**src/rtl/dct_scr_pkg.sv**
```systemverilog
package dct_scr_pkg;

    localparam int          BLK_N         = 64;
    localparam int          IDX_W         = $clog2(BLK_N);
    localparam int          KEY_REG_W     = 16;
    localparam logic [15:0] SEED_FALLBACK = 16'hACE1;

    typedef enum logic {
        MIX_ADD = 1'b0,
        MIX_SUB = 1'b1
    } mix_op_e;

    typedef struct packed {
        logic             valid;
        logic [IDX_W-1:0] idx;
        logic             selected;
        mix_op_e          op;
    } coef_tag_t;

    function automatic logic [KEY_REG_W-1:0] key_step(input logic [KEY_REG_W-1:0] s);
        return {s[KEY_REG_W-2:0], s[15] ^ s[14] ^ s[12] ^ s[3]};
    endfunction

    function automatic logic [KEY_REG_W-1:0] seed_fix(input logic [KEY_REG_W-1:0] s);
        return (s == '0) ? SEED_FALLBACK : s;
    endfunction

endpackage

```
**src/rtl/scr_keygen.sv**
```systemverilog
module scr_keygen
    import dct_scr_pkg::*;
#(
    parameter int COEF_W = 12
) (
    input  logic                 clk,
    input  logic                 rst,
    input  logic                 seed_load,
    input  logic [KEY_REG_W-1:0] seed_val,
    input  logic                 advance,
    output logic [KEY_REG_W-1:0] state,
    output logic [COEF_W-1:0]    key
);

    logic [KEY_REG_W-1:0] state_q;

    always_ff @(posedge clk) begin
        if (rst) begin
            state_q <= SEED_FALLBACK;
        end else if (seed_load) begin
            state_q <= seed_fix(seed_val);
        end else if (advance) begin
            state_q <= key_step(state_q);
        end
    end

    assign state = state_q;
    assign key   = state_q[COEF_W-1:0];

endmodule

```
**src/rtl/scr_select.sv**
```systemverilog
module scr_select
    import dct_scr_pkg::*;
(
    input  logic             in_valid,
    input  logic [IDX_W-1:0] in_idx,
    input  logic [BLK_N-1:0] sel_mask,
    input  logic             decrypt,
    output coef_tag_t        tag
);

    logic [BLK_N-1:0] pos_sel;

    for (genvar p = 0; p < BLK_N; p++) begin : g_pos
        if (p == 0) begin : g_dc
            assign pos_sel[p] = 1'b1;
        end else begin : g_ac
            assign pos_sel[p] = sel_mask[p];
        end
    end

    always_comb begin
        tag.valid    = in_valid;
        tag.idx      = in_idx;
        tag.selected = pos_sel[in_idx];
        tag.op       = decrypt ? MIX_SUB : MIX_ADD;
    end

endmodule

```
**src/rtl/scr_mix.sv**
```systemverilog
module scr_mix
    import dct_scr_pkg::*;
#(
    parameter int COEF_W = 12
) (
    input  logic             clk,
    input  logic             rst,
    input  coef_tag_t        tag,
    input  logic [COEF_W-1:0] in_coef,
    input  logic [COEF_W-1:0] key,
    output logic             out_valid,
    output logic [IDX_W-1:0] out_idx,
    output logic [COEF_W-1:0] out_coef
);

    logic [COEF_W-1:0] mixed;

    always_comb begin
        if (!tag.selected) begin
            mixed = in_coef;
        end else if (tag.op == MIX_SUB) begin
            mixed = in_coef - key;
        end else begin
            mixed = in_coef + key;
        end
    end

    always_ff @(posedge clk) begin
        if (rst) begin
            out_valid <= 1'b0;
            out_idx   <= '0;
            out_coef  <= '0;
        end else begin
            out_valid <= tag.valid;
            if (tag.valid) begin
                out_idx  <= tag.idx;
                out_coef <= mixed;
            end
        end
    end

endmodule

```
**src/rtl/dct_coef_scrambler.sv**
```systemverilog
module dct_coef_scrambler
    import dct_scr_pkg::*;
#(
    parameter int COEF_W = 12
) (
    input  logic              clk,
    input  logic              rst,
    input  logic              seed_load,
    input  logic [15:0]       seed_val,
    input  logic [63:0]       sel_mask,
    input  logic              decrypt,
    input  logic              in_valid,
    input  logic [5:0]        in_idx,
    input  logic [COEF_W-1:0] in_coef,
    output logic              out_valid,
    output logic [5:0]        out_idx,
    output logic [COEF_W-1:0] out_coef
);

    coef_tag_t            tag;
    logic [KEY_REG_W-1:0] key_state;
    logic [COEF_W-1:0]    key;
    logic                 step_en;

    scr_select u_sel (
        .in_valid (in_valid),
        .in_idx   (in_idx),
        .sel_mask (sel_mask),
        .decrypt  (decrypt),
        .tag      (tag)
    );

    assign step_en = tag.valid & tag.selected;

    scr_keygen #(.COEF_W(COEF_W)) u_key (
        .clk       (clk),
        .rst       (rst),
        .seed_load (seed_load),
        .seed_val  (seed_val),
        .advance   (step_en),
        .state     (key_state),
        .key       (key)
    );

    scr_mix #(.COEF_W(COEF_W)) u_mix (
        .clk       (clk),
        .rst       (rst),
        .tag       (tag),
        .in_coef   (in_coef),
        .key       (key),
        .out_valid (out_valid),
        .out_idx   (out_idx),
        .out_coef  (out_coef)
    );

endmodule

```
**config.mk**
```make
export PLATFORM = sky130hd
export DESIGN_NAME = dct_coef_scrambler
export DESIGN_NICKNAME = d
export VERILOG_FILES = /design/src/rtl/dct_scr_pkg.sv /design/src/rtl/scr_keygen.sv /design/src/rtl/scr_select.sv /design/src/rtl/scr_mix.sv /design/src/rtl/dct_coef_scrambler.sv
export SDC_FILE = /design/constraint.sdc
export NUM_CORES = 1
export LEC_CHECK = 0
export ABC_AREA = 0
export BUFFER_PORTS_ARGS = -buffer_cell sky130_fd_sc_hd__buf_2
export CORE_ASPECT_RATIO = 1.4
export CORE_MARGIN = 3
export CORE_UTILIZATION = 45
export CTS_BUF_LIST = sky130_fd_sc_hd__clkbuf_16
export CTS_CLUSTER_DIAMETER = 150
export DETAILED_ROUTE_END_ITERATION = 7
export PLACE_DENSITY = 0.8
export SYNTH_ARGS = -nofsm -noshare
export SYNTH_HDL_FRONTEND = slang
export SYNTH_SLANG_ARGS = --single-unit
```
**constraint.sdc**
```tcl
create_clock -name clk -period 3.54 [get_ports clk]
set_input_delay 0.708 -clock clk [delete_from_list [all_inputs] [get_ports clk]]
set_output_delay 0.708 -clock clk [all_outputs]
set_load 0.01 [all_outputs]
```
# After elaboration in Yosys (flattened, before gate mapping)
# Cells that the tools add are included.
[op_classes] add_sub_neg=2 magnitude_cmp=1 muxes=8 n_bitwise=4 reduce_logical=2
[ops] cell="$mux 16" n=3
[ops] cell="$mux 12" n=2
[ops] cell="$logic_not 16->1" n=1
[ops] cell="$add 12x12->12" n=1
[ops] cell="$sub 12x12->12" n=1
[ops] cell="$lt 6x7->1 const B" n=1
[ops] cell="$bmux 1 s6" n=1
[ops] cell="$xor 1x1->1" n=3
[ops] cell="$mux 1" n=2
[ops] cell="$reduce_bool 2->1" n=1
[ops] cell="$and 1x1->1" n=1
[totals] reg_bits=35 in_bits=103 out_inout_bits=19 word_cells=21

# Depth between registers and ports, before layout
# Gate-level depths: netlist of run 1.
[logic_depth] depth_word=5 ltp_mapped=12 mapped_depth_nobuf=12

# By module
# From an unflattened synthesis of run 1, not the netlist that was laid out.
[hier_totals] hier_cells=330 hier_area_um2=3047.9
[modules_own_cells] module="scr_mix" n_inst=1 cells_each=178 area_per_inst_um2=1481.4 seq_area_each_um2=380.4
[modules_own_cells] module="scr_keygen" n_inst=1 cells_each=99 area_per_inst_um2=899.6 seq_area_each_um2=320.3
[modules_own_cells] module="scr_select" n_inst=1 cells_each=52 area_per_inst_um2=660.6 seq_area_each_um2=0.0
[modules_own_cells] module="dct_coef_scrambler" n_inst=1 cells_each=1 area_per_inst_um2=6.3 seq_area_each_um2=0.0

# Worst setup path after synthesis of run 1
# Ideal clock, no wire load.
[synth_path] kind="input -> register" from="input port decrypt" to="register u_mix.out_coef[10]" setup_ps=139 t_arrival_ps=2915 required_ps=3401 setup_slack_ps=486 stages=10 n_path_buf=1 path_cell_list="clkbuf_1 mux2i_1 fa_1 a21o_1 a211oi_1 o21ai_0 nand4_1 or4bb_1 mux2i_1 a211oi_1"
[synth_via] elab_chain_len=3
[synth_rtl] item="from (decl)" line="dct_coef_scrambler.sv:11" text="input logic decrypt,"
[synth_rtl] item="$mux 1" line="scr_select.sv:25" text="tag.op = decrypt ? MIX_SUB : MIX_ADD;"
[synth_rtl] item="$mux 12" line="scr_mix.sv:21" text="end else if (tag.op == MIX_SUB) begin"
[synth_rtl] item="$mux 12" line="scr_mix.sv:19" text="if (!tag.selected) begin"
[synth_rtl] item="to (signal assigned)" line="scr_mix.sv:37" text="out_coef <= mixed;"
[synth_rtl] item="to (decl)" line="scr_mix.sv:13" text="output logic [COEF_W-1:0] out_coef"
# Every way passes these cells.
# A chain may end at the register's enable or synchronous reset.

# Final worst setup path of run 1
[layout_path] from="register u_key.state_q[0], in the netlist u_key.state[0]" to="register u_mix.out_coef[10]"
[layout_via] elab_chain_len=3 word_cells_on_any_way=4 cone_classes="2 x add/sub; 2 x mux"
[layout_rtl] item="from (decl)" line="scr_keygen.sv:15" text="logic [KEY_REG_W-1:0] state_q;"
[layout_rtl] item="from (signal assigned)" line="scr_keygen.sv:21" text="state_q <= seed_fix(seed_val);"
[layout_rtl] item="from (signal assigned)" line="scr_keygen.sv:23" text="state_q <= key_step(state_q);"
[layout_rtl] item="$add 12x12->12 / $sub 12x12->12 (equally long branches)" line="scr_mix.sv:24, scr_mix.sv:22"
[layout_rtl] item="$mux 12 *" line="scr_mix.sv:21"
[layout_rtl] item="$mux 12 *" line="scr_mix.sv:19"
# Mark *: on every way between the ends. The rest lies on a longest branch, timed or not.

==> results.yml, run 1 <==
route:
  drc_errors: 0
  wl_per_cell_um: 15.1
  vias: 2881
  wl_um: 7750
  detail_route.first_pass.iterations: 4
  ant_nets: 0
  vias_per_cell: 5.61
  drt_iter0_markers: 56
global_route:
  grt_usage_pct: 20.5
  antenna_found_initial: 0
  overflow: 0
  grt_pass1_vias: 2797
  grt_first_pass_wirelength_um: 12400
  grt_max_degree: 51
critical_path:
  cp_max_fo: 5
  r2r_start: "u_key.state[0]"
  critical_path_class: "reg2reg"
  r2r_slack_ns: 0.40
  required_ns: 3.66
  end_kind: "register"
  worstRegToRegCells: 11
  worstPathArrival_ns: 3.26
  worstSetupStartpointType: "register"
  r2r-end: "u_mix.out_coef[10]"
clock_network:
  h-tree-depth: 2
  cts_resized: 0
  cts_setup_buffers: 0
  hold_buffers: 0
  clkSinkCount: 35
  cts_tree: "done"
  root_buffer: "clkbuf_16"
  numCtsBuffers: 5
  clk_pin_slew_ns: 0.05
  clk_latency_ns: 0.28
  clockBufferDepth: 2
timing:
  slew_headroom_pct: 42.3
  finalSetupTns_ns: 0
  timing.fmax_mhz: 318
  fin_crit_ns: 3.14
  drv_slew: 0
  whs_ns: 0.457
  post-route-period-util_pct: 88.8
  final-setup-viol-count: 0
  tightest_slew_ns: 0.866
  finClkSkew_ns: 0.00401
  grt_setup_unrepaired: "no"
  finalHoldViolations: 0
job:
  drv_cap: 0
synth:
  syn_nets: 448
  syn_area_mm2: 0.00295
  synth_area_leaders: "dfxtp_1, mux2i_1, mux4_2, nor2_1, xnor2_1"
  synth_cell_types: 49
  synth_top_area_share_pct: 23.7
  ys_seq_elements: 35
  synthAdderAreaFrac_pct: 5.77
  syn_inst: 332
  seq_area_frac_synth_pct: 23.7
  synth_top_cell_by_area: "dfxtp_1"
  synth-compound-area-share_pct: 13.9
  synth_area_per_cell_um2: 8.89
  synth_edf_count: 0
  async_reset_ff_share_pct: 0
  synth.area.mux_share_pct: 26.7
  synth-simple-area-share_pct: 18.3
  synth_top_family_by_area: "multiplexers"
  synthFlopType: "dfxtp_1"
  ys_warn_count: 0
  synth_xor_xnor_area_share_pct: 6.23
die:
  fp.dieH_um: 102
  core-area_mm2: 0.00630
  row_count: 34
  ioPinCount: 122
  die_x_um: 74.4
  start_util_pct: 46.9
  dieArea_mm2: 0.00758
worst_hold_path:
  min_to: "u_mix.out_coef[2]"
  min_path_type: "reg2reg"
  holdCritStartpoint: "u_mix.out_coef[2]"
  hold_path_depth: 2
placement:
  dp_cells: 506
  gp_congestion: 0.806
  hpwl_um: 6320
  port_buffers: 120
finish:
  final_common_cell: "buf_2"
  syn2layout_area_growth_pct: 25.4
  layout.cells.non_filler: 514
  final_cell_mix: "buf_2, nor2_1, mux2i_1, dfxtp_1, xnor2_1"
  drive_gt1_share_pct: 35.1
  final_core_util_pct: 58.8
  nNetsFinal: 557
  antenna_cells: 0
power_and_ir_drop:
  power_density_mw_per_mm2: 384
  p_leak_nw: 1.75
  ir_drop_uv: 269
status:
  status: "completed"
==> where the power goes <==
group          switching (W)  internal, W
Clock               0.000157     0.000253
Combinational       0.000266     0.000277
Sequential         0.0000325     0.000435
==> synth_stat cells (all sizes together), types with 2 or more instances <==
library cell,instances
nor4,8
xnor2,18
mux4,13
clkbuf,13
dfxtp,35
nor2,54
a31oi,3
a211oi,9
inv,10
a22oi,2
nor3,6
ha,12
o21ai,8
nor3b,2
nand2,10
a211o,2
o22a,8
and3,2
a21o,2
nand2b,4
nand3,4
o21a,3
xor2,3
a21oi,15
buf,9
o22ai,2
mux2i,36
nand4,4
nor2b,11
nand3b,2
mux2,12
==> flip-flops by register name, summed over array words and instances (netlist names) <==
signal           flops
u_key.state         16
u_mix.out_coef      12
u_mix.out_idx        6
u_mix.out_valid      1
==> metrics by stage <==
step	worst slack [ns]	instance area (um2)	power (W)
3_3_place_gp	0.354	3570	0.00100
6_report	0.396	3700	0.00142
4_1_cts	0.405	3700	0.00144
2_1_floorplan	0.486	2950	0.000867
5_1_grt	0.215	3700	0.00151
3_5_place_dp	0.257	3570	0.00102
==> routing by layer <==
layer	vias to the layer above	wire, um	track usage (%)
li1	1427	-	-
met1	1340	2820	21.5
met2	103	4190	39.6
met3	11	604	4.82
met4	0	140	5.75
met5	-	0	0
==> worst max-delay path by stage <==
stage / from / to / slack, ns / cells after the start
floorplan: decrypt / u_mix.out_coef[10] / 0.49 / 10
global placement: in_idx[1] / u_key.state[9] / 0.35 / 8
detailed placement: decrypt / u_mix.out_coef[10] / 0.26 / 10
CTS: u_key.state[0] / u_mix.out_coef[10] / 0.41 / 11
global route: u_key.state[0] / u_mix.out_coef[10] / 0.22 / 11
finish: u_key.state[0] / u_mix.out_coef[10] / 0.40 / 11
==> cell type report <==
| type | instances | area, um2 |
|---|---|---|
| multi-input combinational | 265 | 2090 |
| fill | 562 | 2590 |
| inverter | 10 | 37.5 |
| tap | 72 | 90.1 |
| sequential | 35 | 701 |
| clock buffer | 5 | 125 |
| timing repair buffer | 124 | 643 |
| clock inverter | 3 | 11.3 |
==> logic make-up after synthesis <==
family | after synthesis
fa+ha+maj | 13
flops | 35
buf+inv | 32
simple gates | 111
xor+xnor | 21
mux | 61
compound gates | 59
==> critical path, stage by stage (launching register included) <==
cell and delay [ns]:
dfxtp_1 0.41, inv_1 0.10, ha_1 0.29, mux2i_1 0.11, fa_1 0.45, a21o_1 0.19
a211oi_1 0.36, o21ai_0 0.22, nand4_1 0.14, or4bb_1 0.47, mux2i_1 0.15, a211oi_1 0.09
Note: power is estimated with default switching activity, not from simulation.
==> run 2, diff against run 1 <==
--- a/config.mk
+++ b/config.mk
@@ -8,7 +8,7 @@
 export ABC_AREA = 0
 export BUFFER_PORTS_ARGS = -buffer_cell sky130_fd_sc_hd__buf_2
 export CORE_ASPECT_RATIO = 1.4
-export CORE_MARGIN = 3
+export CORE_MARGIN = 8
 export CORE_UTILIZATION = 45
 export CTS_BUF_LIST = sky130_fd_sc_hd__clkbuf_16
 export CTS_CLUSTER_DIAMETER = 150
==> results.yml, run 2 (same netlist as run 1, synthesis figures left out) <==
status:
  status: "completed"
route:
  detail_route.first_pass.iterations: 4
  vias_per_cell: 5.71
  wl_um: 8440
  ant_nets: 0
  drc_errors: 0
  vias: 2945
  drt_iter0_markers: 91
  wl_per_cell_um: 16.3
clock_network:
  cts_setup_buffers: 0
  clk_latency_ns: 0.28
  hold_buffers: 0
  clk_pin_slew_ns: 0.05
  numCtsBuffers: 5
  clockBufferDepth: 2
  cts_tree: "done"
  h-tree-depth: 2
  cts_resized: 0
  root_buffer: "clkbuf_16"
  clkSinkCount: 35
finish:
  fillers: 581
  nNetsFinal: 557
  largest_reg_flops: 16
  final_core_util_pct: 57.0
  final_cell_mix: "buf_2, nor2_1, mux2i_1, dfxtp_1, xnor2_1"
  final_common_cell: "buf_2"
  drive_gt1_share_pct: 35.1
  design_area_mm2: 0.00369
  syn2layout_area_growth_pct: 25.1
  antenna_cells: 0
critical_path:
  path_depth: 11
  cp_top_family: "compound AO/OA/AOI/OAI gates"
  path_buf_inv: 1
  r2r_slack_ns: 0.43
  required_ns: 3.66
  worstPathArrival_ns: 3.24
  r2r-end: "u_mix.out_coef[10]"
  slowest_stage: "or4bb_1"
  crit_chain: "inv_1 > ha_1 > mux2i_1 > fa_1 > a21o_1 > a211oi_1 > o21ai_0 > nand4_1 > or4bb_1 > mux2i_1 > a211oi_1"
  cp_max_fo: 5
  worstRegToRegCells: 11
  critical_path_class: "reg2reg"
  worstSetupStartpointType: "register"
  end_kind: "register"
  max_stage_delay_ns: 0.47
  r2r_start: "u_key.state[0]"
die:
  core-area_mm2: 0.00648
  row_count: 35
  fp.dieH_um: 112
  ioPinCount: 122
  start_util_pct: 45.5
  dieArea_mm2: 0.00944
  die_x_um: 84.4
power_and_ir_drop:
  ir_drop_uv: 240
  power_density_mw_per_mm2: 386
  power.total_w: 0.00143
  p_leak_nw: 1.75
placement:
  pre_cts_slack_ns: 0.240
  place_area_mm2: 0.00356
  port_buffers: 120
  gp_congestion: 0.929
  hpwl_um: 6870
global_route:
  overflow: 0
  grt_max_degree: 51
  antenna_found_initial: 0
  grt_usage_pct: 17.8
  grt_first_pass_wirelength_um: 13900
  grt_pass1_vias: 3049
timing:
  timing.fmax_mhz: 321
  grt_setup_unrepaired: "no"
  fin_crit_ns: 3.11
  finalSetupTns_ns: 0
  drv_slew: 0
  final-setup-viol-count: 0
  finClkSkew_ns: 0.00444
  post-route-period-util_pct: 88.0
  setup_slack_ns: 0.426
  tightest_slew_ns: 0.834
  finalHoldViolations: 0
  slew_headroom_pct: 44.4
worst_hold_path:
  holdCritStartpoint: "u_mix.out_coef[2]"
  hold_path_depth: 2
  min_path_type: "reg2reg"
  min_to: "u_mix.out_coef[2]"
job:
  drv_cap: 0
==> run 2: changes by cell type in the layout (fill, tap and decap cells not counted) <==
cell    delta
buf_4      +1
buf_12     -1
==> run 2: area by class of cell <==
class	count	area [um2]	share of cell area (%)
clock buffers	5	125	3.39
flip-flops and latches	35	701	19.0
inverters	10	37.5	1.02
multi-input cells	265	2090	56.7
clock inverters	3	11.3	0.305
well taps	74	92.6	2.51
repair buffers	124	631	17.1
==> run 2: stage by stage <==
step | hold WS, ns | cells
after floorplan | 0.484 | 332
after global placement | 0.436 | 508
after detailed placement | 0.436 | 508
after CTS | 0.449 | 516
after global routing | 0.486 | 516
final | 0.446 | 516
==> run 2: tightest hold or removal path, delay by kind of cell, from the launching register on <==
family / cells / cell delay (ns)
AO/OA/AOI/OAI: 1 / 0.05
flip-flops: 1 / 0.32
AND/OR/NAND/NOR: 1 / 0.04
==> run 2: per-layer routing <==
layer | wire (um) | up-vias | global-route usage, %
met5 | 0 | - | 0
met2 | 4260 | 122 | 32.3
met4 | 216 | 0 | 7.16
met3 | 703 | 19 | 6.12
met1 | 3250 | 1374 | 17.8
li1 | - | 1430 | -
==> run 2: power breakdown <==
group | switching, W | total (W) | internal (W)
Clock | 0.000158 | 0.000411 | 0.000253
Combinational | 0.000270 | 0.000545 | 0.000275
Sequential | 0.0000342 | 0.000470 | 0.000435
==> run 2: worst max path at each step <==
stage | startpoint | endpoint | slack (ns)
final | u_key.state[0] | u_mix.out_coef[10] | 0.43
after floorplan | decrypt | u_mix.out_coef[10] | 0.49
after global routing | u_key.state[0] | u_mix.out_coef[10] | 0.26
after detailed placement | decrypt | u_mix.out_coef[10] | 0.24
after global placement | in_idx[1] | u_key.state[2] | 0.31
after CTS | u_key.state[0] | u_mix.out_coef[10] | 0.43
==> run 3, diff against run 2 <==
--- a/config.mk
+++ b/config.mk
@@ -7,13 +7,15 @@
 export LEC_CHECK = 0
 export ABC_AREA = 0
 export BUFFER_PORTS_ARGS = -buffer_cell sky130_fd_sc_hd__buf_2
+export CELL_PAD_IN_SITES_DETAIL_PLACEMENT = 1
+export CELL_PAD_IN_SITES_GLOBAL_PLACEMENT = 2
 export CORE_ASPECT_RATIO = 1.4
 export CORE_MARGIN = 8
-export CORE_UTILIZATION = 45
+export CORE_UTILIZATION = 28
 export CTS_BUF_LIST = sky130_fd_sc_hd__clkbuf_16
 export CTS_CLUSTER_DIAMETER = 150
 export DETAILED_ROUTE_END_ITERATION = 7
-export PLACE_DENSITY = 0.8
+export PLACE_DENSITY = 0.86
 export SYNTH_ARGS = -nofsm -noshare
 export SYNTH_HDL_FRONTEND = slang
 export SYNTH_SLANG_ARGS = --single-unit
==> results.yml, run 3 (same netlist as run 1, synthesis figures left out) <==
status:
  status: "completed"
die:
  dieArea_mm2: 0.0141
  start_util_pct: 28.5
  fp.dieH_um: 137
  ioPinCount: 122
  core-area_mm2: 0.0103
  row_count: 44
  die_x_um: 103
timing:
  finalSetupTns_ns: 0
  finalHoldViolations: 0
  post-route-period-util_pct: 87.9
  fin_crit_ns: 3.11
  grt_setup_unrepaired: "no"
  drv_slew: 0
  tightest_slew_ns: 0.627
  final-setup-viol-count: 0
  slew_headroom_pct: 58.2
  finClkSkew_ns: 0.00508
  timing.fmax_mhz: 321
clock_network:
  root_buffer: "clkbuf_16"
  numCtsBuffers: 5
  clk_pin_slew_ns: 0.06
  cts_resized: 0
  clkSinkCount: 35
  h-tree-depth: 2
  hold_buffers: 0
  clk_latency_ns: 0.29
  clockBufferDepth: 2
  cts_setup_buffers: 0
  cts_tree: "done"
power_and_ir_drop:
  power_density_mw_per_mm2: 400
  power.total_w: 0.00153
  p_leak_nw: 1.78
  ir_drop_uv: 195
finish:
  drive_gt1_share_pct: 36.0
  final_cell_mix: "buf_2, nor2_1, mux2i_1, dfxtp_1, xnor2_1"
  syn2layout_area_growth_pct: 29.5
  largest_reg_flops: 16
  nNetsFinal: 560
  antenna_cells: 0
  final_common_cell: "buf_2"
route:
  vias: 2927
  vias_per_cell: 5.02
  ant_nets: 0
  drt_iter0_markers: 50
  detail_route.first_pass.iterations: 4
  wl_per_cell_um: 16.8
  drc_errors: 0
  wl_um: 9770
critical_path:
  r2r-end: "u_mix.out_coef[10]"
  cp_max_fo: 5
  worstSetupStartpointType: "register"
  r2r_slack_ns: 0.43
  startpoint: "u_key.state[0]"
  r2r_start: "u_key.state[0]"
  critPathCapture: "u_mix.out_coef[10]"
  critical_path_class: "reg2reg"
  end_kind: "register"
  required_ns: 3.68
  worstPathArrival_ns: 3.25
  worstRegToRegCells: 11
placement:
  gp_congestion: 0.790
  hpwl_um: 8310
  port_buffers: 120
global_route:
  antenna_found_initial: 0
  grt_max_degree: 38
  grt_pass1_vias: 3303
  grt_first_pass_wirelength_um: 15300
  overflow: 0
  grt_usage_pct: 13.7
job:
  drv_cap: 0
worst_hold_path:
  min_path_type: "reg2reg"
## run 3: cell types whose count changed in the layout (fill, tap and decap cells not counted)
| cell | previous run | this run |
|---|---|---|
| buf_4 | 4 | 7 |
| bufinv_16 | 0 | 1 |
| clkinv_1 | 2 | 1 |
| clkinv_2 | 0 | 1 |
| inv_1 | 11 | 10 |
## run 3: how the worst min path moves through the flow
stage | from | end | depth (start not counted)
3_3_place_gp | u_mix.out_coef[8] | u_mix.out_coef[8] | 2
3_5_place_dp | u_mix.out_coef[8] | u_mix.out_coef[8] | 2
5_1_grt | u_mix.out_coef[8] | u_mix.out_coef[8] | 2
6_report | u_mix.out_coef[8] | u_mix.out_coef[8] | 2
2_1_floorplan | u_mix.out_coef[2] | u_mix.out_coef[2] | 2
4_1_cts | u_mix.out_coef[8] | u_mix.out_coef[8] | 2
## run 3: critical path, stage by stage (launching register included)
cell      delay (ns)
dfxtp_1         0.41
inv_1           0.11
ha_1            0.28
mux2i_1         0.12
fa_1            0.46
a21o_1          0.20
a211oi_1        0.31
o21ai_0         0.23
nand4_1         0.14
or4bb_1         0.47
mux2i_1         0.14
a211oi_1        0.09
## run 3: layout make-up
cell class                 count  area, um2
sequential                    35        701
fill                        1284       6530
tap                          138        173
clock inverter                 3       38.8
timing repair buffer         127        653
multi-input combinational    265       2090
clock buffer                   5        125
inverter                      10       37.5
## run 3: power by group
part           switching, W  internal [W]  leakage [nW]
clock network      0.000175      0.000328        0.0812
logic              0.000280      0.000278          1.40
registers         0.0000338      0.000435         0.290
## run 3: routing by layer
layer | up-vias | GRT usage [%] | wire length, um
met1 | 1373 | 13.0 | 3680
li1 | 1432 | - | -
met4 | 0 | 4.04 | 122
met2 | 114 | 26.9 | 4920
met3 | 8 | 4.25 | 1040
met5 | - | 0 | 0
## run 3: per-stage QoR
stage / hold slack [ns] / area (um2) / std cells / setup WS, ns / util [%]
finish: 0.474 / 3820 / 583 / 0.429 / 36.9
CTS: 0.482 / 3820 / 583 / 0.402 / 36.9
global placement: 0.444 / 3660 / 575 / 0.339 / 35.3
global route: 0.501 / 3820 / 583 / 0.122 / 36.9
floorplan: 0.484 / 2950 / 332 / 0.486 / -
detailed placement: 0.462 / 3660 / 575 / 0.276 / 35.3
